File: src/rtl/sts_pkg.sv
package sts_pkg;
    typedef enum logic [1:0] {
        ST_IDLE = 2'd0,
        ST_WALK = 2'd1,
        ST_END  = 2'd2,
        ST_CUT  = 2'd3
    } scan_state_t;
endpackage

File: src/rtl/sts_entry_eval.sv
module sts_entry_eval #(
    parameter int YPOS_W   = 9,
    parameter int IDX_W    = 7,
    parameter int TBL_SIZE = 80,
    localparam int ENT_W   = YPOS_W + 2 + IDX_W
) (
    input  logic [ENT_W-1:0]  entry,
    input  logic [YPOS_W-1:0] line,
    output logic              hit,
    output logic [IDX_W-1:0]  link,
    output logic              link_ends
);
    logic [YPOS_W-1:0] ypos;
    logic [1:0]        cells_m1;
    logic [YPOS_W:0]   diff;
    logic [YPOS_W:0]   cells;
    logic [YPOS_W:0]   span;

    always_comb begin
        ypos      = entry[YPOS_W-1:0];
        cells_m1  = entry[YPOS_W+1:YPOS_W];
        link      = entry[ENT_W-1:YPOS_W+2];
        diff      = {1'b0, line} - {1'b0, ypos};
        cells     = (YPOS_W+1)'(cells_m1) + (YPOS_W+1)'(1);
        span      = cells << 3;
        hit       = !diff[YPOS_W] && (diff < span);
        link_ends = (link == '0) || (int'(link) >= TBL_SIZE);
    end
endmodule

File: src/rtl/sts_vis_list.sv
module sts_vis_list #(
    parameter int IDX_W   = 7,
    parameter int MAX_VIS = 20,
    localparam int CNT_W  = $clog2(MAX_VIS + 1)
) (
    input  logic                     clk,
    input  logic                     rst_n,
    input  logic                     clear,
    input  logic                     push_a,
    input  logic [IDX_W-1:0]         idx_a,
    input  logic                     push_b,
    input  logic [IDX_W-1:0]         idx_b,
    output logic [MAX_VIS*IDX_W-1:0] list_flat,
    output logic [CNT_W-1:0]         count,
    output logic                     overflow
);
    logic [IDX_W-1:0] list_q [MAX_VIS];
    logic [IDX_W-1:0] list_n [MAX_VIS];
    logic [CNT_W-1:0] cnt_n;
    logic             ovf_n;

    always_comb begin
        list_n = list_q;
        cnt_n  = count;
        ovf_n  = overflow;
        if (push_a) begin
            if (cnt_n < CNT_W'(MAX_VIS)) begin
                list_n[cnt_n] = idx_a;
                cnt_n = cnt_n + CNT_W'(1);
            end else begin
                ovf_n = 1'b1;
            end
        end
        if (push_b) begin
            if (cnt_n < CNT_W'(MAX_VIS)) begin
                list_n[cnt_n] = idx_b;
                cnt_n = cnt_n + CNT_W'(1);
            end else begin
                ovf_n = 1'b1;
            end
        end
    end

    always_ff @(posedge clk) begin
        if (!rst_n || clear) begin
            count    <= '0;
            overflow <= 1'b0;
            for (int k = 0; k < MAX_VIS; k++) list_q[k] <= '0;
        end else begin
            count    <= cnt_n;
            overflow <= ovf_n;
            list_q   <= list_n;
        end
    end

    for (genvar k = 0; k < MAX_VIS; k++) begin : g_flat
        assign list_flat[k*IDX_W +: IDX_W] = list_q[k];
    end
endmodule

File: src/rtl/sprite_table_scanner.sv
module sprite_table_scanner #(
    parameter int TBL_SIZE   = 80,
    parameter int MAX_WALK   = 80,
    parameter int MAX_VIS    = 20,
    parameter int YPOS_W     = 9,
    parameter int SLOT_W     = 6,
    parameter int FIRST_SLOT = 3,
    parameter int CLOSE_SLOT = 53,
    localparam int IDX_W     = $clog2(TBL_SIZE),
    localparam int ENT_W     = YPOS_W + 2 + IDX_W,
    localparam int CNT_W     = $clog2(MAX_VIS + 1),
    localparam int VIS_W     = $clog2(MAX_WALK + 1)
) (
    input  logic                     clk,
    input  logic                     rst_n,
    input  logic                     line_start,
    input  logic [YPOS_W-1:0]        next_line,
    input  logic                     slot_strobe,
    input  logic [SLOT_W-1:0]        slot_idx,
    input  logic                     disp_en,
    output logic [IDX_W-1:0]         rd_addr_a,
    input  logic [ENT_W-1:0]         rd_data_a,
    output logic [IDX_W-1:0]         rd_addr_b,
    input  logic [ENT_W-1:0]         rd_data_b,
    output logic [MAX_VIS*IDX_W-1:0] vis_list,
    output logic [CNT_W-1:0]         vis_count,
    output logic                     vis_overflow,
    output logic                     scan_done,
    output logic                     scan_cut
);
    import sts_pkg::*;

    scan_state_t       state_q, state_n;
    logic [IDX_W-1:0]  cur_idx;
    logic [VIS_W-1:0]  visited;
    logic [YPOS_W-1:0] line_q;

    logic [ENT_W-1:0]  lane_ent  [2];
    logic              lane_hit  [2];
    logic [IDX_W-1:0]  lane_link [2];
    logic              lane_end  [2];

    logic in_window, do_scan, do_close, a_last, b_last, push_a, push_b;

    assign lane_ent[0] = rd_data_a;
    assign lane_ent[1] = rd_data_b;

    for (genvar g = 0; g < 2; g++) begin : g_lane
        sts_entry_eval #(
            .YPOS_W  (YPOS_W),
            .IDX_W   (IDX_W),
            .TBL_SIZE(TBL_SIZE)
        ) u_eval (
            .entry    (lane_ent[g]),
            .line     (line_q),
            .hit      (lane_hit[g]),
            .link     (lane_link[g]),
            .link_ends(lane_end[g])
        );
    end

    // Slot qualification and per-lane termination.
    always_comb begin
        in_window = (int'(slot_idx) >= FIRST_SLOT) && (int'(slot_idx) < CLOSE_SLOT);
        do_scan   = (state_q == ST_WALK) && !line_start && slot_strobe
                    && disp_en && in_window;
        do_close  = (state_q == ST_WALK) && !line_start && slot_strobe
                    && (int'(slot_idx) >= CLOSE_SLOT);
        a_last    = lane_end[0] || (int'(visited) + 1 >= MAX_WALK);
        b_last    = lane_end[1] || (int'(visited) + 2 >= MAX_WALK);
    end

    // Next-state logic.
    always_comb begin
        state_n = state_q;
        if (line_start) begin
            state_n = ST_WALK;
        end else begin
            unique case (state_q)
                ST_IDLE: state_n = ST_IDLE;
                ST_WALK: begin
                    if (do_close)                      state_n = ST_CUT;
                    else if (do_scan && (a_last || b_last)) state_n = ST_END;
                end
                ST_END:  state_n = ST_END;
                ST_CUT:  state_n = ST_CUT;
                default: state_n = ST_IDLE;
            endcase
        end
    end

    // State register and walk position.
    always_ff @(posedge clk) begin
        if (!rst_n) begin
            state_q <= ST_IDLE;
            cur_idx <= '0;
            visited <= '0;
            line_q  <= '0;
        end else begin
            state_q <= state_n;
            if (line_start) begin
                cur_idx <= '0;
                visited <= '0;
                line_q  <= next_line;
            end else if (do_scan) begin
                visited <= visited + (a_last ? VIS_W'(1) : VIS_W'(2));
                cur_idx <= lane_link[1];
            end
        end
    end

    // Outputs.
    always_comb begin
        rd_addr_a = cur_idx;
        rd_addr_b = a_last ? '0 : lane_link[0];
        push_a    = do_scan && lane_hit[0];
        push_b    = do_scan && !a_last && lane_hit[1];
        scan_done = (state_q == ST_END) || (state_q == ST_CUT);
        scan_cut  = (state_q == ST_CUT);
    end

    sts_vis_list #(
        .IDX_W  (IDX_W),
        .MAX_VIS(MAX_VIS)
    ) u_list (
        .clk      (clk),
        .rst_n    (rst_n),
        .clear    (line_start),
        .push_a   (push_a),
        .idx_a    (cur_idx),
        .push_b   (push_b),
        .idx_b    (rd_addr_b),
        .list_flat(vis_list),
        .count    (vis_count),
        .overflow (vis_overflow)
    );
endmodule

File: config.mk
export PLATFORM = sky130hd
export DESIGN_NAME = sprite_table_scanner
export DESIGN_NICKNAME = d
export VERILOG_FILES = /design/src/rtl/sts_pkg.sv /design/src/rtl/sts_entry_eval.sv /design/src/rtl/sts_vis_list.sv /design/src/rtl/sprite_table_scanner.sv
export SDC_FILE = /design/constraint.sdc
export NUM_CORES = 1
export LEC_CHECK = 0
export CAP_MARGIN = 20
export CORE_ASPECT_RATIO = 1.5
export CORE_MARGIN = 2
export CORE_UTILIZATION = 47
export DETAILED_ROUTE_END_ITERATION = 8
export GPL_TIMING_DRIVEN = 0
export PLACE_DENSITY = 0.78
export SETUP_SLACK_MARGIN = 0.15
export SLEW_MARGIN = 0
export SYNTH_ARGS = -nofsm -noshare
export SYNTH_HDL_FRONTEND = slang
export SYNTH_SLANG_ARGS = --single-unit
export TNS_END_PERCENT = 30
File: constraint.sdc
create_clock -name clk -period 3.9 [get_ports clk]
set_clock_uncertainty 0.15 [all_clocks]
set_input_delay 0.39 -clock clk [delete_from_list [all_inputs] [get_ports clk]]
set_output_delay 0.39 -clock clk [all_outputs]
set_load 0.01 [all_outputs]
### Word level (Yosys, flattened, before mapping)

Cells that the tools add are included.

* input bits: 56
* bits in registers: 171
* word-level logic and storage cells: 113
* output and inout bits: 162

* magnitude comparators: 15
* reductions and logical operators: 30
* equality and inequality tests: 5
* $add $sub $neg: 9
* bitwise operators: 3
* muxes and demuxes: 24

Operators by type and width (number)
* $mux W140: 4
* $bwmux W140: 2
* $demux W7 S5: 2
* $mux W7: 3
* $lt A10 B10 Y1: 2
* $mux W5: 4
* $sub A9 B9 Y10: 2
* $ge A6 B6 Y1 const B: 3
* $ge A8 B7 Y1 const B: 2
* $ge A7 B7 Y1 const B: 2
* $logic_and A1 B1 Y1: 14
* $logic_not A7 Y1: 2
* $lt A6 B1 Y1 const B: 2
* $not A5 Y6: 2
* $add A5 B1 Y5 const B: 2
* $lt A5 B5 Y1 const B: 2
* $add A7 B1 Y8 const B: 1
* $add A7 B2 Y8 const B: 1
* $pmux W2 S4: 1
* $add A7 B2 Y7: 1
* $logic_or A1 B1 Y1: 7
* $add A2 B1 Y3 const B: 2
* $ge A6 B2 Y1 const B: 1
* $lt A6 B6 Y1 const B: 1
* other kinds (10): 21

### Longest topological paths before layout

Gate-level depths: netlist of run 1.

* depth in word-level cells: 15
* depth in mapped cells: 18
* gate-level depth less buffers: 16

### Cells and area by module

From an unflattened synthesis of run 1, not the netlist that was laid out.

* cells, all modules: 1026
* area, all modules: 9447.8 um2

Modules (own cells, without submodules)
* sts_vis_list: sequential area each 2922.8 um2, times used 1, area an instance 7257.0 um2, cells each 773
* sprite_table_scanner: sequential area each 500.5 um2, times used 1, area an instance 1317.5 um2, cells each 135
* sts_entry_eval: sequential area each 0.0 um2, times used 2, area an instance 436.7 um2, cells each 59

### Least setup slack after synthesis of run 1

Ideal clock, no wire load.

* path type: input -> register
* start: in rd_data_a[1]
* end: reg u_list.list_q, in the netlist u_list.list_flat[138]
* arrival time: 3.815 ns
* path buffers: 1
* path slack: -0.196 ns
* library setup time: 0.131 ns
* stages: 15
* cell sequence: inv_1 > ha_1 > nand2_1 > o21a_1 > o21ai_1 > xor2_1 > ha_1 > a21oi_1 > o311ai_4 > nor4_4 > mux2i_4 > nand2_1 > or3_1 > buf_4 > mux2i_1

* word-level cells in the longest chain between the ends: 13

Ends and longest elaborated chain
* from (decl): RTL line sprite_table_scanner.sv:22 `input logic [ENT_W-1:0] rd_data_a,`
* $sub A9 B9 Y10 *: RTL line sts_entry_eval.sv:23 `diff = {1'b0, line} - {1'b0, ypos};`
* $lt A10 B10 Y1 / $logic_not A1 Y1 (equally long branches): RTL line sts_entry_eval.sv:26 `hit = !diff[YPOS_W] && (diff < span);`
* $logic_and A1 B1 Y1 *: RTL line sts_entry_eval.sv:26
* $logic_and A1 B1 Y1 *: RTL line sprite_table_scanner.sv:116 `push_a = do_scan && lane_hit[0];`
* $mux W5: RTL line sts_vis_list.sv:26 `if (push_a) begin`
* $not A5 Y6 (not written as such): RTL line sts_vis_list.sv:36 `list_n[cnt_n] = idx_b;`
* $ge A6 B6 Y1 (not written as such) / $lt A6 B1 Y1 (equally long branches): RTL line sts_vis_list.sv:36
* $logic_and A1 B1 Y1 (not written as such): RTL line sts_vis_list.sv:36
* $mux W7 (not written as such): RTL line sts_vis_list.sv:36
* $demux W7 S5: RTL line sts_vis_list.sv:36
* $bwmux W140: RTL line sts_vis_list.sv:36
* $mux W140: RTL line sts_vis_list.sv:35 `if (cnt_n < CNT_W'(MAX_VIS)) begin`
* $mux W140 *: RTL line sts_vis_list.sv:34 `if (push_b) begin`
* to (signal assigned): RTL line sts_vis_list.sv:52 `list_q <= list_n;`
* to (decl): RTL line sts_vis_list.sv:17 `logic [IDX_W-1:0] list_q [MAX_VIS];`

Mark *: on every way between the ends. The rest lies on a longest branch, timed or not.
A chain may end at the register's enable or synchronous reset.

### Worst setup path in the final report of run 1

* start: in rd_data_a[4]
* end: reg u_list.list_q, in the netlist u_list.list_flat[23]

Same word-level chain as after synthesis.

==> qor.txt, run 1 <==
========================================================================================
Most used flip-flop cell after synthesis .................................. sky130_fd_sc_hd__dfxtp_1
TritonCTS clock tree ......................................................          yes
Path class of the lowest-slack min-delay path ............................. register to register
Nature of the critical path endpoint ......................................     register
Post-route DRC ............................................................            0
Portion of the clock cycle consumed by the worst path in the final layout .       0.9786
Routability congestion estimate ...........................................       0.9285
Max-Slew Margin vs Limit ..................................................       0.3400
Crit path arrival time ....................................................      4.04 ns
Comb power frac ...........................................................        0.104
Clock transition at path regs .............................................      0.08 ns
Clk root buf .............................................................. sky130_fd_sc_hd__clkbuf_16
Filler instances ..........................................................         1616
Antenna Diode Count .......................................................            0
Net count, final ..........................................................         1475
# IOs .....................................................................          218
Startpoint Class ..........................................................    input pin
Total area of multi-input combinational cells .............................   6396 sq um
Vert. Die Dim ............................................................. 181.5 microns
Placement-stage worst setup slack .........................................    -1.432 ns
Setup CP Type ............................................................. input pin to register
Vias/cell .................................................................        5.933
Quantity of I/O buffers inserted on ports .................................          217
DR iter-0 viols ...........................................................          742
Count of distinct cell types in the synthesized netlist ...................           80
Core ar. ..................................................................  20500 sq um
Clock latency on the worst-skew pair ......................................      0.44 ns
Register area .............................................................   3431 sq um
Worst r2r dst ............................................................. u_list.list_flat[23]
Cell-internal power .......................................................     2.807 mW
Gate count after technology mapping .......................................         1112
Via count .................................................................         9884
Hold Path Sink ............................................................   visited[6]
Clock buffers created by TritonCTS ........................................           17
Final number of setup-violating endpoints .................................            0
Min setup slack post-route ................................................   0.08341 ns
Critical Path RT ..........................................................      4.13 ns
Sinks on the clock net ....................................................          171
Hold Startpoint ...........................................................   visited[6]
Hold path depth ...........................................................            2
Wire per inst ............................................................. 20.53 microns
Filler-free cell count of the finished design .............................         1666
Max Cap Viol ..............................................................            0
Worst Path Max Fanout .....................................................            8
NetSw .....................................................................     1.121 mW
Number of global-route vias before repair .................................         9440
Pwr dens .................................................................. 280.3 nW/um^2
Depth of the CTS H-tree ...................................................            4
Net Count, Synth ..........................................................         1198
Slew @ Worst Pin ..........................................................    0.9900 ns
Cell chain of the critical path ........................................... clkdlybuf4s50_1 > inv_1 > ha_4 > a21oi_2 > o21ai_2 > xor2_1 > ha_1 > a21oi_2 > o311ai_4 > or4_1 > buf_6 > o21a_4 > clkbuf_16 > o211ai_4 > buf_6 > nand3_2 > o21ai_2
Highest clock rate ........................................................   0.2620 GHz
Routed WL ................................................................. 34210 microns
Post-DRT Antenna Nets .....................................................            0
Reg-to-reg startpoint .....................................................    line_q[2]
Hpwl dp ................................................................... 23830 microns
Clock tree buffer depth ...................................................            2
Status .................................................................... finished clean
Cell with the biggest individual delay on the critical path ............... sky130_fd_sc_hd__or4_1
Finished Core Util ........................................................       0.6838
Sequential Power Share ....................................................        0.448
Number of register bits inferred by synthesis .............................          171
Worst vdd rail ir drop ....................................................    0.3018 mV
Overall Power .............................................................     3.928 mW
Row Count .................................................................           64
Horiz. Die Dim ............................................................ 122.3 microns
Total count of hold-check failures in the final report ....................            0
Minimum clock period after layout .........................................     3.817 ns
Switching power share of the total ........................................       0.2853
Grt total ovfl ............................................................            0
Area of the die ...........................................................  22190 sq um
Reg2Reg Depth .............................................................           16
Number of antenna violations at the first check in global routing .........            0
Largest net degree at the start of global routing .........................           21
RSZ-0062 raised after global routing ......................................          yes
Initial cell density of the core ..........................................       0.4813
Yosys warning count .......................................................            0
Layout Area Growth over Synthesis .........................................       42.06%
Global-route usage over all layers ........................................       0.2985
Worst setup slack for register-to-register paths ..........................      0.11 ns
Global-route wire length before repair .................................... 51240 microns
Max-slew violations .......................................................            0
Clock group share of total power ..........................................        0.448
Post-synthesis area per instance ..........................................  8.873 sq um
Sequential fraction of the synthesis area .................................       0.3469
EDFF count, synth .........................................................            0
Cells after DPL ...........................................................         1593
Netlist Area Pre-Place ....................................................   9867 sq um
Ys async rst share ........................................................            0
Leakage power .............................................................     5.252 nW
Longest individual stage delay on the worst path ..........................      0.52 ns
Fraction of final layout cells sized beyond drive strength 1 ..............       0.2496
Detailed-routing iteration count for the pre-antenna-repair pass ..........            5
========================================================================================
==> layout by cell type, fill, tap and decap left out, types with 10 or more instances in the layout <==
cell / synthesis / routed
sky130_fd_sc_hd__a21oi_1: 44 / 40
sky130_fd_sc_hd__and2_1: 13 / 13
sky130_fd_sc_hd__buf_2: 15 / 10
sky130_fd_sc_hd__buf_4: 7 / 35
sky130_fd_sc_hd__buf_6: 5 / 19
sky130_fd_sc_hd__clkbuf_1: 63 / 53
sky130_fd_sc_hd__clkbuf_16: 0 / 18
sky130_fd_sc_hd__clkdlybuf4s50_1: 0 / 215
sky130_fd_sc_hd__dfxtp_1: 171 / 169
sky130_fd_sc_hd__ha_1: 29 / 23
sky130_fd_sc_hd__inv_1: 33 / 31
sky130_fd_sc_hd__mux2_2: 112 / 112
sky130_fd_sc_hd__mux2i_1: 58 / 55
sky130_fd_sc_hd__nand2_1: 95 / 91
sky130_fd_sc_hd__nand3_1: 113 / 92
sky130_fd_sc_hd__nand3_2: 1 / 22
sky130_fd_sc_hd__nor2_1: 37 / 33
sky130_fd_sc_hd__nor2b_1: 19 / 19
sky130_fd_sc_hd__o21ai_0: 115 / 76
sky130_fd_sc_hd__o21ai_1: 34 / 44
sky130_fd_sc_hd__o21ai_2: 0 / 29
==> cell type report <==
cell class / instances / area share
multi-input cells: 812 / 0.4563
flip-flops and latches: 171 / 0.2448
repair buffers: 258 / 0.1808
plain buffers: 96 / 0.04097
clock buffers: 17 / 0.03035
well taps: 264 / 0.02357
clock inverters: 15 / 0.01339
inverters: 33 / 0.009908
==> metrics by stage <==
step | setup TNS, ns | instance area (sq um) | hold WS [ns]
after floorplan | 0 | 9957 | 0.3397
after global placement | -136.99 | 12460 | 0.3607
after detailed placement | -142.22 | 12460 | 0.3801
after CTS | 0 | 13370 | 0.3929
after global routing | -0.1275 | 14020 | 0.4196
final | 0 | 14020 | 0.3912
==> layer usage <==
layer  wire, microns  GRT usage  part of all wire  vias to the layer above
met5               0          0                 0                        -
met4            1741     0.1586             0.051                        0
met3            2690    0.06533             0.079                      116
met2           17050     0.5053              0.50                      490
met1           12720     0.3465              0.37                     4724
li1                -          -                 -                     4554
==> worst max-delay path by stage <==
stage                             from                    end  slack [ns]  cells past startpoint
after floorplan           rd_data_a[2]  u_list.list_flat[136]        0.04                     15
after global placement    rd_data_a[2]   u_list.list_flat[44]       -1.40                     16
after detailed placement  rd_data_a[2]   u_list.list_flat[44]       -1.43                     16
after CTS                    line_q[1]   u_list.list_flat[30]        0.11                     15
after global routing         line_q[1]  u_list.list_flat[138]       -0.03                     16
final                     rd_data_a[4]   u_list.list_flat[23]        0.08                     17
==> logic make-up after synthesis <==
group	after synthesis	synth area share
simple gates	339	0.1784
compound gates	254	0.1722
mux	173	0.1920
flops	171	0.3469
buf+inv	129	0.05744
fa+ha+maj	30	0.03880
xor+xnor	16	0.01420
==> cell usage after synthesis, types with 2 or more instances <==
cell	number	area [sq um]
sky130_fd_sc_hd__ha_1	29	362.9
sky130_fd_sc_hd__buf_2	15	75.07
sky130_fd_sc_hd__nor4_4	2	42.54
sky130_fd_sc_hd__a21oi_1	44	220.2
sky130_fd_sc_hd__o21ai_0	115	575.6
sky130_fd_sc_hd__or3_1	2	12.51
sky130_fd_sc_hd__nand4_2	3	37.54
sky130_fd_sc_hd__a31oi_1	5	31.28
sky130_fd_sc_hd__nor3_1	5	25.02
sky130_fd_sc_hd__a211oi_1	3	22.52
sky130_fd_sc_hd__nand3b_1	3	22.52
sky130_fd_sc_hd__buf_4	7	52.55
sky130_fd_sc_hd__nor3b_1	2	15.01
sky130_fd_sc_hd__clkbuf_1	63	236.5
sky130_fd_sc_hd__and3_1	7	43.79
sky130_fd_sc_hd__a221o_1	2	20.02
sky130_fd_sc_hd__nand3_1	113	565.5
sky130_fd_sc_hd__inv_1	33	123.9
sky130_fd_sc_hd__nor2_1	37	138.9
sky130_fd_sc_hd__o21ai_1	34	170.2
sky130_fd_sc_hd__nand4_1	9	56.30
sky130_fd_sc_hd__or4_1	2	15.01
sky130_fd_sc_hd__nor2b_1	19	118.9
sky130_fd_sc_hd__buf_1	6	22.52
sky130_fd_sc_hd__o21a_1	7	52.55
sky130_fd_sc_hd__o2111ai_4	2	52.55
sky130_fd_sc_hd__or2_2	2	12.51
sky130_fd_sc_hd__o211ai_2	4	50.05
sky130_fd_sc_hd__and2_1	13	81.33
sky130_fd_sc_hd__a21o_1	5	37.54
sky130_fd_sc_hd__o31ai_1	6	45.04
sky130_fd_sc_hd__mux2_4	2	30.03
sky130_fd_sc_hd__o211ai_4	5	106.4
sky130_fd_sc_hd__xnor2_1	8	70.07
sky130_fd_sc_hd__mux2_2	112	1261
sky130_fd_sc_hd__o211ai_1	2	15.01
sky130_fd_sc_hd__xor2_1	8	70.07
sky130_fd_sc_hd__nand2b_1	3	18.77
sky130_fd_sc_hd__dfxtp_1	171	3423
sky130_fd_sc_hd__nand2_1	95	356.6
sky130_fd_sc_hd__mux2i_1	58	580.6
sky130_fd_sc_hd__buf_6	5	56.30
sky130_fd_sc_hd__nor4_1	7	43.79
==> what timing repair did <==
item,CTS,global route
cloned,0,4
buffers inserted,21,16
pin swaps,14,45
endpoints found under the setup margin,146,145
endpoints found under the hold margin,0,0
hold buffers,0,0
gates resized for setup,36,165
==> flip-flops by register name, summed over array words and instances (netlist names) <==
register,flops
u_list.list_flat,140
state_q,2
u_list.overflow,1
line_q,9
visited,7
u_list.count,5
rd_addr_a,7
==> power by group through the flow <==
stage / combinational (mW) / clock (mW) / sequential (mW)
after global routing: 0.443 / 1.82 / 1.76
after floorplan: 0.228 / 0 / 1.80
after detailed placement: 0.366 / 0 / 1.80
after global placement: 0.359 / 0 / 1.80
final: 0.409 / 1.76 / 1.76
after CTS: 0.383 / 1.76 / 1.76
==> critical path, delay by kind of cell <==
kind	cells	cell delay, ns
AOI/OAI and AO/OA	7	1.23
xor gates and xnor gates	1	0.17
adders and majority gates	2	0.59
buffers and inverters	5	1.05
and+or+nand+nor	2	0.61
Power figures use the tool's default switching activity.
==> run 2, diff against run 1 <==
--- a/config.mk
+++ b/config.mk
@@ -10,7 +10,7 @@
 export CORE_MARGIN = 2
 export CORE_UTILIZATION = 47
 export DETAILED_ROUTE_END_ITERATION = 8
-export GPL_TIMING_DRIVEN = 0
+export GPL_TIMING_DRIVEN = 1
 export PLACE_DENSITY = 0.78
 export SETUP_SLACK_MARGIN = 0.15
 export SLEW_MARGIN = 0
==> qor.txt, run 2 (synthesis results as in run 1) <==
========================================================================================
Status .................................................................... finished clean
Finished Core Util ........................................................       0.6893
Setup CP Type ............................................................. register to register
Most frequent cells in the layout ......................................... sky130_fd_sc_hd__clkdlybuf4s50_1, sky130_fd_sc_hd__dfxtp_1, sky130_fd_sc_hd__mux2_2, sky130_fd_sc_hd__nand3_1, sky130_fd_sc_hd__o21ai_0
Pwr dens .................................................................. 272.4 nW/um^2
Family with the most delay on the worst path .............................. compound AO/OA/AOI/OAI gates
Cell-internal power .......................................................     2.813 mW
Reg-to-reg startpoint .....................................................    line_q[1]
Max-Slew Margin vs Limit ..................................................       0.5919
Sequential Power Share ....................................................        0.457
Cell with the biggest individual delay on the critical path ............... sky130_fd_sc_hd__or3_4
Core ar. ..................................................................  20500 sq um
Number of buffers added to fix hold violations after cts ..................            0
Horiz. Die Dim ............................................................ 122.3 microns
Slew @ Worst Pin ..........................................................    0.6114 ns
TritonCTS clock tree ......................................................          yes
Clock transition at path regs .............................................      0.08 ns
Crit path capture ......................................................... u_list.list_flat[136]
Detailed-routing iteration count for the pre-antenna-repair pass ..........            5
Max Cap Viol ..............................................................            0
Row Count .................................................................           64
Switching power share of the total ........................................       0.2690
Depth of the critical timing path with buffers and inverters included .....           16
CP dominant cell by count ................................................. sky130_fd_sc_hd__buf_6
Buffers & Inverters on Critical Path ......................................            3
Via count .................................................................         9803
RSZ-0062 raised after global routing ......................................          yes
Number of flip-flops in the largest register ..............................          140
Comb power frac ...........................................................        0.114
Crit path arrival time ....................................................      3.80 ns
Routability congestion estimate ...........................................       0.9265
Worst Path Max Fanout .....................................................            7
Routed WL ................................................................. 32910 microns
Clock latency on the worst-skew pair ......................................      0.43 ns
Portion of the clock cycle consumed by the worst path in the final layout .       0.9333
Vert. Die Dim ............................................................. 181.5 microns
Clock buffers created by TritonCTS ........................................           17
Clock group share of total power ..........................................        0.429
Layout Area Growth over Synthesis .........................................       43.20%
Clk root buf .............................................................. sky130_fd_sc_hd__clkbuf_16
Largest net degree at the start of global routing .........................          113
Wire per inst ............................................................. 19.81 microns
Post-DRT Antenna Nets .....................................................            0
Worst setup slack for register-to-register paths ..........................      0.26 ns
Critical Path RT ..........................................................      4.06 ns
Area of the die ...........................................................  22190 sq um
Minimum clock period after layout .........................................     3.640 ns
Final number of setup-violating endpoints .................................            0
Antenna Diode Count .......................................................            0
Worst vdd rail ir drop ....................................................    0.2673 mV
Worst r2r dst ............................................................. u_list.list_flat[136]
Longest individual stage delay on the worst path ..........................      0.39 ns
Leakage power .............................................................     5.472 nW
Vias/cell .................................................................        5.902
Reg2Reg Depth .............................................................           16
Startpoint Class ..........................................................     register
Post-route DRC ............................................................            0
Grt total ovfl ............................................................            0
Total count of hold-check failures in the final report ....................            0
Global-route wire length before repair .................................... 50450 microns
Sinks on the clock net ....................................................          171
Placement-stage worst setup slack .........................................   -0.4853 ns
Hpwl dp ................................................................... 21820 microns
Global-route usage over all layers ........................................       0.2905
Highest clock rate ........................................................   0.2747 GHz
NetSw .....................................................................     1.035 mW
Number of global-route vias before repair .................................         9516
Filler instances ..........................................................         1604
Cell chain of the critical path ........................................... buf_6 > ha_4 > a2111oi_4 > nor2_2 > a21oi_2 > xnor2_1 > ha_2 > a221oi_2 > and4b_1 > nand4b_1 > a211oi_4 > buf_6 > nand2_4 > or3_4 > buf_8 > mux2i_2
DR iter-0 viols ...........................................................          754
Net count, final ..........................................................         1470
Nature of the critical path endpoint ......................................     register
Path class of the lowest-slack min-delay path ............................. register to register
Clock tree buffer depth ...................................................            2
Most common cell after layout, fill and taps aside ........................ sky130_fd_sc_hd__clkdlybuf4s50_1
Max-slew violations .......................................................            0
# IOs .....................................................................          218
Min setup slack post-route ................................................    0.2600 ns
Quantity of I/O buffers inserted on ports .................................          217
Depth of the CTS H-tree ...................................................            4
Setup TNS .................................................................         0 ns
Launch point of the critical path .........................................    line_q[1]
Number of antenna violations at the first check in global routing .........            0
Initial cell density of the core ..........................................       0.4813
Fraction of final layout cells sized beyond drive strength 1 ..............       0.2527
========================================================================================
## run 2: cell types whose count changed in the layout (fill, tap and decap cells not counted), sizes merged
cell / previous run / this run
clkdlybuf4s50: 215 / 214
clkbuf: 78 / 18
dlymetal6s2s: 0 / 1
clkinv: 7 / 6
clkinvlp: 1 / 2
buf: 76 / 131
## run 2: how the worst min path moves through the flow
stage | startpoint | end | depth (start not counted)
finish | visited[0] | visited[0] | 2
global route | visited[6] | visited[6] | 2
CTS | visited[0] | visited[0] | 2
detailed placement | visited[0] | visited[0] | 2
global placement | visited[0] | visited[0] | 2
floorplan | visited[0] | visited[0] | 2
## run 2: area by class of cell
class / instances / area, sq um / share of cell area
Clock buffer: 17 / 425.4 / 0.03011
Clock inverter: 15 / 151.4 / 0.01071
Inverter: 33 / 138.9 / 0.009829
Multi-Input combinational cell: 812 / 6090 / 0.4310
Sequential cell: 171 / 3431 / 0.2428
Tap cell: 264 / 330.3 / 0.02338
Timing Repair Buffer: 349 / 3563 / 0.2522
## run 2: what timing repair did
item	CTS	global route
pin swaps	6	26
gates resized for setup	10	45
endpoints found under the setup margin	93	145
hold endpoints to repair	0	0
setup buffers	6	9
cloned	2	1
## run 2: worst min-delay path: stages (launching register included)
cell,delay (ns)
sky130_fd_sc_hd__dfxtp_1,0.36
sky130_fd_sc_hd__mux2i_1,0.08
sky130_fd_sc_hd__nor2_1,0.07
## run 2: layer usage
metal  vias to the layer above  global-route usage  part of all wire
li1                       4530                   -                 -
met1                      4734              0.3369              0.38
met2                       445              0.5176              0.52
met3                        94             0.03957             0.063
met4                         0              0.1366             0.043
met5                         -                   0                 0
## run 2: power by group through the flow
stage,Clock [mW],Sequential [mW],Combinational [mW]
floorplan,0,1.80,0.228
global placement,0,1.80,0.404
detailed placement,0,1.80,0.414
CTS,1.66,1.76,0.417
global route,1.73,1.76,0.472
finish,1.65,1.76,0.437
## run 2: through the flow
stage / total power, mW / hold WS (ns) / cell area (sq um) / cells
after global routing: 3.963 / 0.4375 / 14130 / 1661
after CTS: 3.841 / 0.3929 / 13830 / 1651
after detailed placement: 2.215 / 0.3736 / 13180 / 1611
after global placement: 2.204 / 0.3642 / 13180 / 1611
after floorplan: 2.026 / 0.3397 / 9957 / 1112
final: 3.849 / 0.3950 / 14130 / 1661
==> run 3, diff against run 2 <==
--- a/config.mk
+++ b/config.mk
@@ -9,6 +9,7 @@
 export CORE_ASPECT_RATIO = 1.5
 export CORE_MARGIN = 2
 export CORE_UTILIZATION = 47
+export CTS_CLUSTER_DIAMETER = 100
 export DETAILED_ROUTE_END_ITERATION = 8
 export GPL_TIMING_DRIVEN = 1
 export PLACE_DENSITY = 0.78
==> results of run 3 <==
Final layout, timing and power as in run 2 (identical DEF).
